File: src/rtl/sbs_pkg.sv
package sbs_pkg;
  localparam int OPC_W = 4;

  localparam logic [OPC_W-1:0] OPC_NOP = 4'h0;
  localparam logic [OPC_W-1:0] OPC_LDI = 4'h1;
  localparam logic [OPC_W-1:0] OPC_LD  = 4'h2;
  localparam logic [OPC_W-1:0] OPC_ST  = 4'h3;
  localparam logic [OPC_W-1:0] OPC_JMP = 4'h8;
  localparam logic [OPC_W-1:0] OPC_BRZ = 4'h9;
  localparam logic [OPC_W-1:0] OPC_BRN = 4'hA;

  // instruction class seen by the sequencer
  typedef enum logic [2:0] {
    CL_FETCH,
    CL_LDI,
    CL_LD,
    CL_ST,
    CL_JUMP,
    CL_BRZ,
    CL_BRN
  } cls_e;

  // sequencer phase: idle or the follow-on cycle of a memory op
  typedef enum logic [1:0] {
    PH_RUN,
    PH_LDI_HOLD,
    PH_LD_READ,
    PH_ST_WRITE
  } phase_e;

  typedef struct packed {
    logic ir_load;
    logic ir_clr;
    logic iar_inc;
    logic iar_load;
    logic mar_load;
    logic dr_load;
    logic dr_from_mem;
    logic mem_we;
    logic bus_data;
    logic wb_start;
  } strobe_t;
endpackage

File: src/rtl/sbs_op_decode.sv
module sbs_op_decode
  import sbs_pkg::*;
#(
  parameter int OP_W = OPC_W
) (
  input  logic [OP_W-1:0] op,
  output cls_e            cls
);
  always_comb begin
    case (op)
      OP_W'(OPC_LDI): cls = CL_LDI;
      OP_W'(OPC_LD):  cls = CL_LD;
      OP_W'(OPC_ST):  cls = CL_ST;
      OP_W'(OPC_JMP): cls = CL_JUMP;
      OP_W'(OPC_BRZ): cls = CL_BRZ;
      OP_W'(OPC_BRN): cls = CL_BRN;
      default:        cls = CL_FETCH;
    endcase
  end
endmodule

File: src/rtl/sbs_seq_fsm.sv
module sbs_seq_fsm
  import sbs_pkg::*;
(
  input  logic    clk,
  input  logic    rst_n,
  input  cls_e    cls,
  input  logic    flag_z,
  input  logic    flag_n,
  output strobe_t stb
);
  phase_e ph_q, ph_d;

  always_ff @(posedge clk or negedge rst_n) begin
    if (!rst_n) ph_q <= PH_RUN;
    else        ph_q <= ph_d;
  end

  always_comb begin
    stb  = '0;
    ph_d = PH_RUN;
    case (ph_q)
      PH_RUN: begin
        case (cls)
          CL_LDI: begin
            stb.ir_clr      = 1'b1;
            stb.iar_inc     = 1'b1;
            stb.dr_load     = 1'b1;
            stb.dr_from_mem = 1'b1;
            stb.wb_start    = 1'b1;
            ph_d            = PH_LDI_HOLD;
          end
          CL_LD: begin
            stb.ir_clr   = 1'b1;
            stb.mar_load = 1'b1;
            stb.wb_start = 1'b1;
            ph_d         = PH_LD_READ;
          end
          CL_ST: begin
            stb.ir_clr   = 1'b1;
            stb.mar_load = 1'b1;
            stb.dr_load  = 1'b1;
            ph_d         = PH_ST_WRITE;
          end
          CL_JUMP: begin
            stb.ir_load  = 1'b1;
            stb.iar_load = 1'b1;
          end
          CL_BRZ: begin
            stb.ir_load  = 1'b1;
            stb.iar_load = flag_z;
            stb.iar_inc  = !flag_z;
          end
          CL_BRN: begin
            stb.ir_load  = 1'b1;
            stb.iar_load = flag_n;
            stb.iar_inc  = !flag_n;
          end
          default: begin
            stb.ir_load = 1'b1;
            stb.iar_inc = 1'b1;
          end
        endcase
      end
      PH_LDI_HOLD: begin
        stb.ir_clr = 1'b1;
      end
      PH_LD_READ: begin
        stb.ir_clr      = 1'b1;
        stb.dr_load     = 1'b1;
        stb.dr_from_mem = 1'b1;
        stb.bus_data    = 1'b1;
      end
      PH_ST_WRITE: begin
        stb.ir_clr   = 1'b1;
        stb.mem_we   = 1'b1;
        stb.bus_data = 1'b1;
      end
      default: begin
        stb.ir_clr = 1'b1;
      end
    endcase
  end
endmodule

File: src/rtl/sbs_wb_delay.sv
module sbs_wb_delay #(
  parameter int RD_W  = 2,
  parameter int DEPTH = 2
) (
  input  logic            clk,
  input  logic            rst_n,
  input  logic            start,
  input  logic [RD_W-1:0] rd_in,
  output logic            we,
  output logic [RD_W-1:0] waddr
);
  localparam int LAST = DEPTH - 1;

  logic [DEPTH-1:0] vld_q;
  logic [RD_W-1:0]  rd_q [DEPTH];

  for (genvar g = 0; g < DEPTH; g++) begin : g_stage
    if (g == 0) begin : g_head
      always_ff @(posedge clk or negedge rst_n) begin
        if (!rst_n) begin
          vld_q[0] <= 1'b0;
          rd_q[0]  <= '0;
        end else begin
          vld_q[0] <= start;
          rd_q[0]  <= rd_in;
        end
      end
    end else begin : g_tail
      always_ff @(posedge clk or negedge rst_n) begin
        if (!rst_n) begin
          vld_q[g] <= 1'b0;
          rd_q[g]  <= '0;
        end else begin
          vld_q[g] <= vld_q[g-1];
          rd_q[g]  <= rd_q[g-1];
        end
      end
    end
  end

  assign we    = vld_q[LAST];
  assign waddr = vld_q[LAST] ? rd_q[LAST] : '0;
endmodule

File: src/rtl/shbus_stall_seq.sv
module shbus_stall_seq
  import sbs_pkg::*;
#(
  parameter int OP_W     = OPC_W,
  parameter int RD_W     = 2,
  parameter int WB_DEPTH = 2
) (
  input  logic            clk,
  input  logic            rst_n,
  input  logic [OP_W-1:0] dec_op,
  input  logic [RD_W-1:0] dec_rd,
  input  logic            flag_z,
  input  logic            flag_n,
  output logic            ir_load,
  output logic            ir_clr,
  output logic            iar_inc,
  output logic            iar_load,
  output logic            mar_load,
  output logic            dr_load,
  output logic            dr_from_mem,
  output logic            mem_we,
  output logic            bus_sel_data,
  output logic            rf_we,
  output logic [RD_W-1:0] rf_waddr
);
  cls_e    cls;
  strobe_t stb;

  sbs_op_decode #(.OP_W(OP_W)) u_dec (
    .op  (dec_op),
    .cls (cls)
  );

  sbs_seq_fsm u_fsm (
    .clk    (clk),
    .rst_n  (rst_n),
    .cls    (cls),
    .flag_z (flag_z),
    .flag_n (flag_n),
    .stb    (stb)
  );

  sbs_wb_delay #(.RD_W(RD_W), .DEPTH(WB_DEPTH)) u_wb (
    .clk   (clk),
    .rst_n (rst_n),
    .start (stb.wb_start),
    .rd_in (dec_rd),
    .we    (rf_we),
    .waddr (rf_waddr)
  );

  assign ir_load      = stb.ir_load;
  assign ir_clr       = stb.ir_clr;
  assign iar_inc      = stb.iar_inc;
  assign iar_load     = stb.iar_load;
  assign mar_load     = stb.mar_load;
  assign dr_load      = stb.dr_load;
  assign dr_from_mem  = stb.dr_from_mem;
  assign mem_we       = stb.mem_we;
  assign bus_sel_data = stb.bus_data;
endmodule

File: config.mk
export PLATFORM = sky130hd
export DESIGN_NAME = shbus_stall_seq
export DESIGN_NICKNAME = d
export VERILOG_FILES = /design/src/rtl/sbs_pkg.sv /design/src/rtl/sbs_op_decode.sv /design/src/rtl/sbs_seq_fsm.sv /design/src/rtl/sbs_wb_delay.sv /design/src/rtl/shbus_stall_seq.sv
export SDC_FILE = /design/constraint.sdc
export NUM_CORES = 1
export LEC_CHECK = 0
export BUFFER_PORTS_ARGS = -buffer_cell sky130_fd_sc_hd__buf_2
export CORE_AREA = 3 3 40 42
export CTS_BUF_LIST = sky130_fd_sc_hd__clkbuf_4 sky130_fd_sc_hd__clkbuf_8
export DETAILED_ROUTE_END_ITERATION = 7
export DIE_AREA = 0 0 43 45
export GPL_TIMING_DRIVEN = 0
export SYNTH_ARGS = -nofsm -noshare
export SYNTH_HDL_FRONTEND = slang
export SYNTH_SLANG_ARGS = --single-unit
File: constraint.sdc
create_clock -name clk -period 1.2 [get_ports clk]
set_clock_uncertainty 0.1 [all_clocks]
set_input_delay 0.18 -clock clk [delete_from_list [all_inputs] [get_ports clk]]
set_output_delay 0.18 -clock clk [all_outputs]
set_load 0.1 [all_outputs]
==> key figures <==
Yosys
  • Share of the synthesized area in the top cell type: 53.33%
  • Adder-Cell Fraction of Synth Area: 0%
  • Syn Nets: 46
  • Syn_area_per_cell: 10.43 um^2
  • Synth warnings: 0
  • Synth Area in Simple Gates: 24.67%
  • Sequential area share after synthesis: 53.33%
  • Post-synthesis cell area: 375.4 um^2
  • Netlist cell types: 18
  • Main combinational cell family by area after synthesis: simple AND/OR/NAND/NOR gates
  • Synth area leaders: dfrtp_1, and2_1, a21oi_1
  • Xor/xnor share of the synthesized area: 2.333%
  • Synth Area in Compound Gates: 14.00%
  • Most area-hungry cell type in the Yosys netlist: dfrtp_1
  • Yosys reg bits: 8
  • Mux contribution to synthesized area: 2.667%
  • Cells after Synth: 36

CTS
  • Root buffer cell: clkbuf_4
  • Clk_lat worst skew: 0.24 ns
  • Longest Clk Path Bufs: 2
  • Clock Sinks: 8
  • H-tree depth: 1
  • Clock-pin slew on the worst setup and hold paths: 0.06 ns
  • CTS tree: done
  • Clock buffer count from CTS: 3

Drt
  • DRT iter0 DRCs: 4
  • Post-DR wirelength/cell: 12.09 um
  • DR vias/cell: 4.612
  • Residual DRC: 0
  • Count of antenna-violating nets left after detailed routing: 0
  • DRT Pass-1 Iters: 2
  • Vias: 392
  • WL final: 1.028 mm

Die
  • Die area: 0.001935 mm^2
  • Initial Util: 29.21%
  • Ports: 22
  • Chip width: 43 um
  • Rows: 13
  • Core Box Area: 0.001285 mm^2
  • Die height: 45 um

STA
  • Setup TNS: -3.392 ns
  • Min Tclk post-route: 1.677 ns
  • FMAX: 596.2 MHz
  • WHS: 0.1849 ns
  • Slew headroom: 73.84%
  • RSZ-0062 raised after global routing: yes
  • Worst Max-Slew Pin Slew: 0.3883 ns
  • Final WS setup: -0.4772 ns
  • Hold Fails Final Rpt: 0
  • Fin crit share: 139.8%
  • Endpoints failing setup: 12
  • Max-slew violation count: 0

Power
  • Clock network power share: 24.9%
  • Combinational power share: 44.2%
  • Peak VDD IR: 0.5213 mV
  • Pwr per Cell Area: 1078 mW/mm^2
  • Sw Ratio: 38.14%
  • Seq pwr share: 30.8%
  • Internal power: 584.9 uW
  • Net Sw Power: 360.6 uW
  • Leak pwr: 0.0003976 uW

Place
  • Dpl ws: -0.4400 ns
  • IO Port Bufs: 21
  • DP Wirelength: 587.6 um
  • RePlAce Congestion: 0.6205
  • Placed Cells incl. Taps: 72

Setup path
  • Crit path launch: u_fsm.ph_q[1]$_DFF_PN0_
  • Req. time, crit path: 0.92 ns
  • R2R Setup Slk: 0.09 ns
  • Setup CP Type: reg2out
  • CP Launch Type: flip-flop
  • Worst reg2reg startpoint: u_fsm.ph_q[1]$_DFF_PN0_
  • Max Fanout on Critical Path: 6
  • Critical Path AT: 1.40 ns
  • Crit. End Element: output pin

Worst hold path
  • Hold Path Class: in2reg
  • Worst Hold Launch: dec_op[1]

Cells and area
  • Area grow syn2layout: 133.7%
  • Fillers: 106
  • Final Non-Filler Cells: 85
  • # diodes: 0
  • Final Net Count: 81
  • Finished Core Util: 68.26%
  • Fraction of layout instances using a drive strength above 1: 70.00%

Global routing
  • Initial antenna violation count: 0
  • First-pass GRT wire length: 1.697 mm
  • Largest net degree at the start of global routing: 9
  • Vias in the first global route: 406
  • GRT Total Usage: 11.65%
  • Grt total ovfl: 0

Run status
  • Status: complete, but fails checks
  • Failing checks: negative setup slack

Flow run
  • Max-cap violation count: 0
[sequential cells by signal, indices dropped and copies added, names as in the netlist]
signal	count
u_wb.vld_q	1
u_fsm.ph_q	2
u_wb.rd_q	4
u_wb.we	1
[critical path: stages (launching register included)]
cell and delay [ns]:
dfrtp_1 0.42, nor2_4 0.22, o2111ai_4 0.15, a21oi_4 0.16, buf_12 0.18
[path summary, 6_finish.rpt]
path | cells after the start | end
max in group asynchronous | 2 | u_wb.we$_DFF_PN0_
worst max-delay path | 4 | iar_load
worst max register to register | 3 | u_fsm.ph_q[1]$_DFF_PN0_
worst min-delay path | 2 | u_fsm.ph_q[1]$_DFF_PN0_
min in group asynchronous | 2 | u_wb.we$_DFF_PN0_
worst min register to register | 0 | u_wb.we$_DFF_PN0_
[placed cells by master (no fill, tap or decap), types with 2 or more instances in the layout]
cell | synthesis | final
buf_12 | 0 | 10
buf_2 | 0 | 9
dfrtp_1 | 8 | 6
clkbuf_4 | 0 | 4
buf_6 | 0 | 4
nor2_4 | 1 | 3
a21oi_4 | 0 | 3
and2_4 | 0 | 3
dlygate4sd3_1 | 0 | 3
buf_4 | 0 | 3
and3_1 | 2 | 2
inv_1 | 2 | 2
nand2_1 | 2 | 2
and3_2 | 2 | 2
o21ai_0 | 2 | 2
[power by group through the flow]
stage	Sequential (uW)	Clock (uW)	Combinational [uW]
after floorplan	308	0	221
after global placement	296	0	290
after detailed placement	297	0	291
after CTS	292	246	402
after global routing	293	261	434
final	292	236	418
[cell usage after synthesis, drive strengths merged]
cell type	n
xor2	1
and2	4
o2111ai	1
inv	2
and3	4
a21oi	3
nand3b	1
o21ai	2
dfrtp	8
a31oi	1
clkbuf	1
o31ai	1
mux2i	1
nor2	4
nand2	2
[routing by layer]
metal	up-vias	part of all wire [%]	GRT usage (%)
met5	-	0	0
met4	0	0	7.831
met3	0	5.0	3.586
met2	15	57	18.26
met1	185	38	13.78
li1	192	-	-
[layout make-up]
class	count	area, um^2	share of cell area, %
timing repair buffer	30	357.8	40.80
buffer	1	3.754	0.4280
multi-input combinational	25	254.0	28.96
inverter	2	7.507	0.8559
sequential	8	205.2	23.40
tap	15	18.77	2.140
clock buffer	4	30.03	3.424
[per-stage QoR]
stage / area, um^2 / power, uW
2_1_floorplan: 420.4 / 529.0
3_3_place_gp: 544.3 / 585.7
3_5_place_dp: 544.3 / 587.8
4_1_cts: 838.3 / 939.5
5_1_grt: 877.1 / 988.4
6_report: 877.1 / 945.5
[cell families (layout without fill, tap and decap cells)]
logic type / Yosys count / in the layout
DFF: 8 / 8
buffers and inverters: 3 / 37
xor gates and xnor gates: 1 / 1
AOI/OAI and AO/OA: 8 / 8
and+or+nand+nor: 15 / 15
muxes: 1 / 1
[repair_timing]
| item | CTS | global route |
|---|---|---|
| hold endpoints to repair | 10 | 0 |
| setup buffers | 4 | 2 |
| cloned | 0 | 0 |
| pin swaps | 5 | 3 |
| endpoints found under the setup margin | 12 | 12 |
| hold buffers | 3 | 0 |
| resized for setup | 52 | 5 |
No activity file was read; power rests on OpenSTA's default activity.
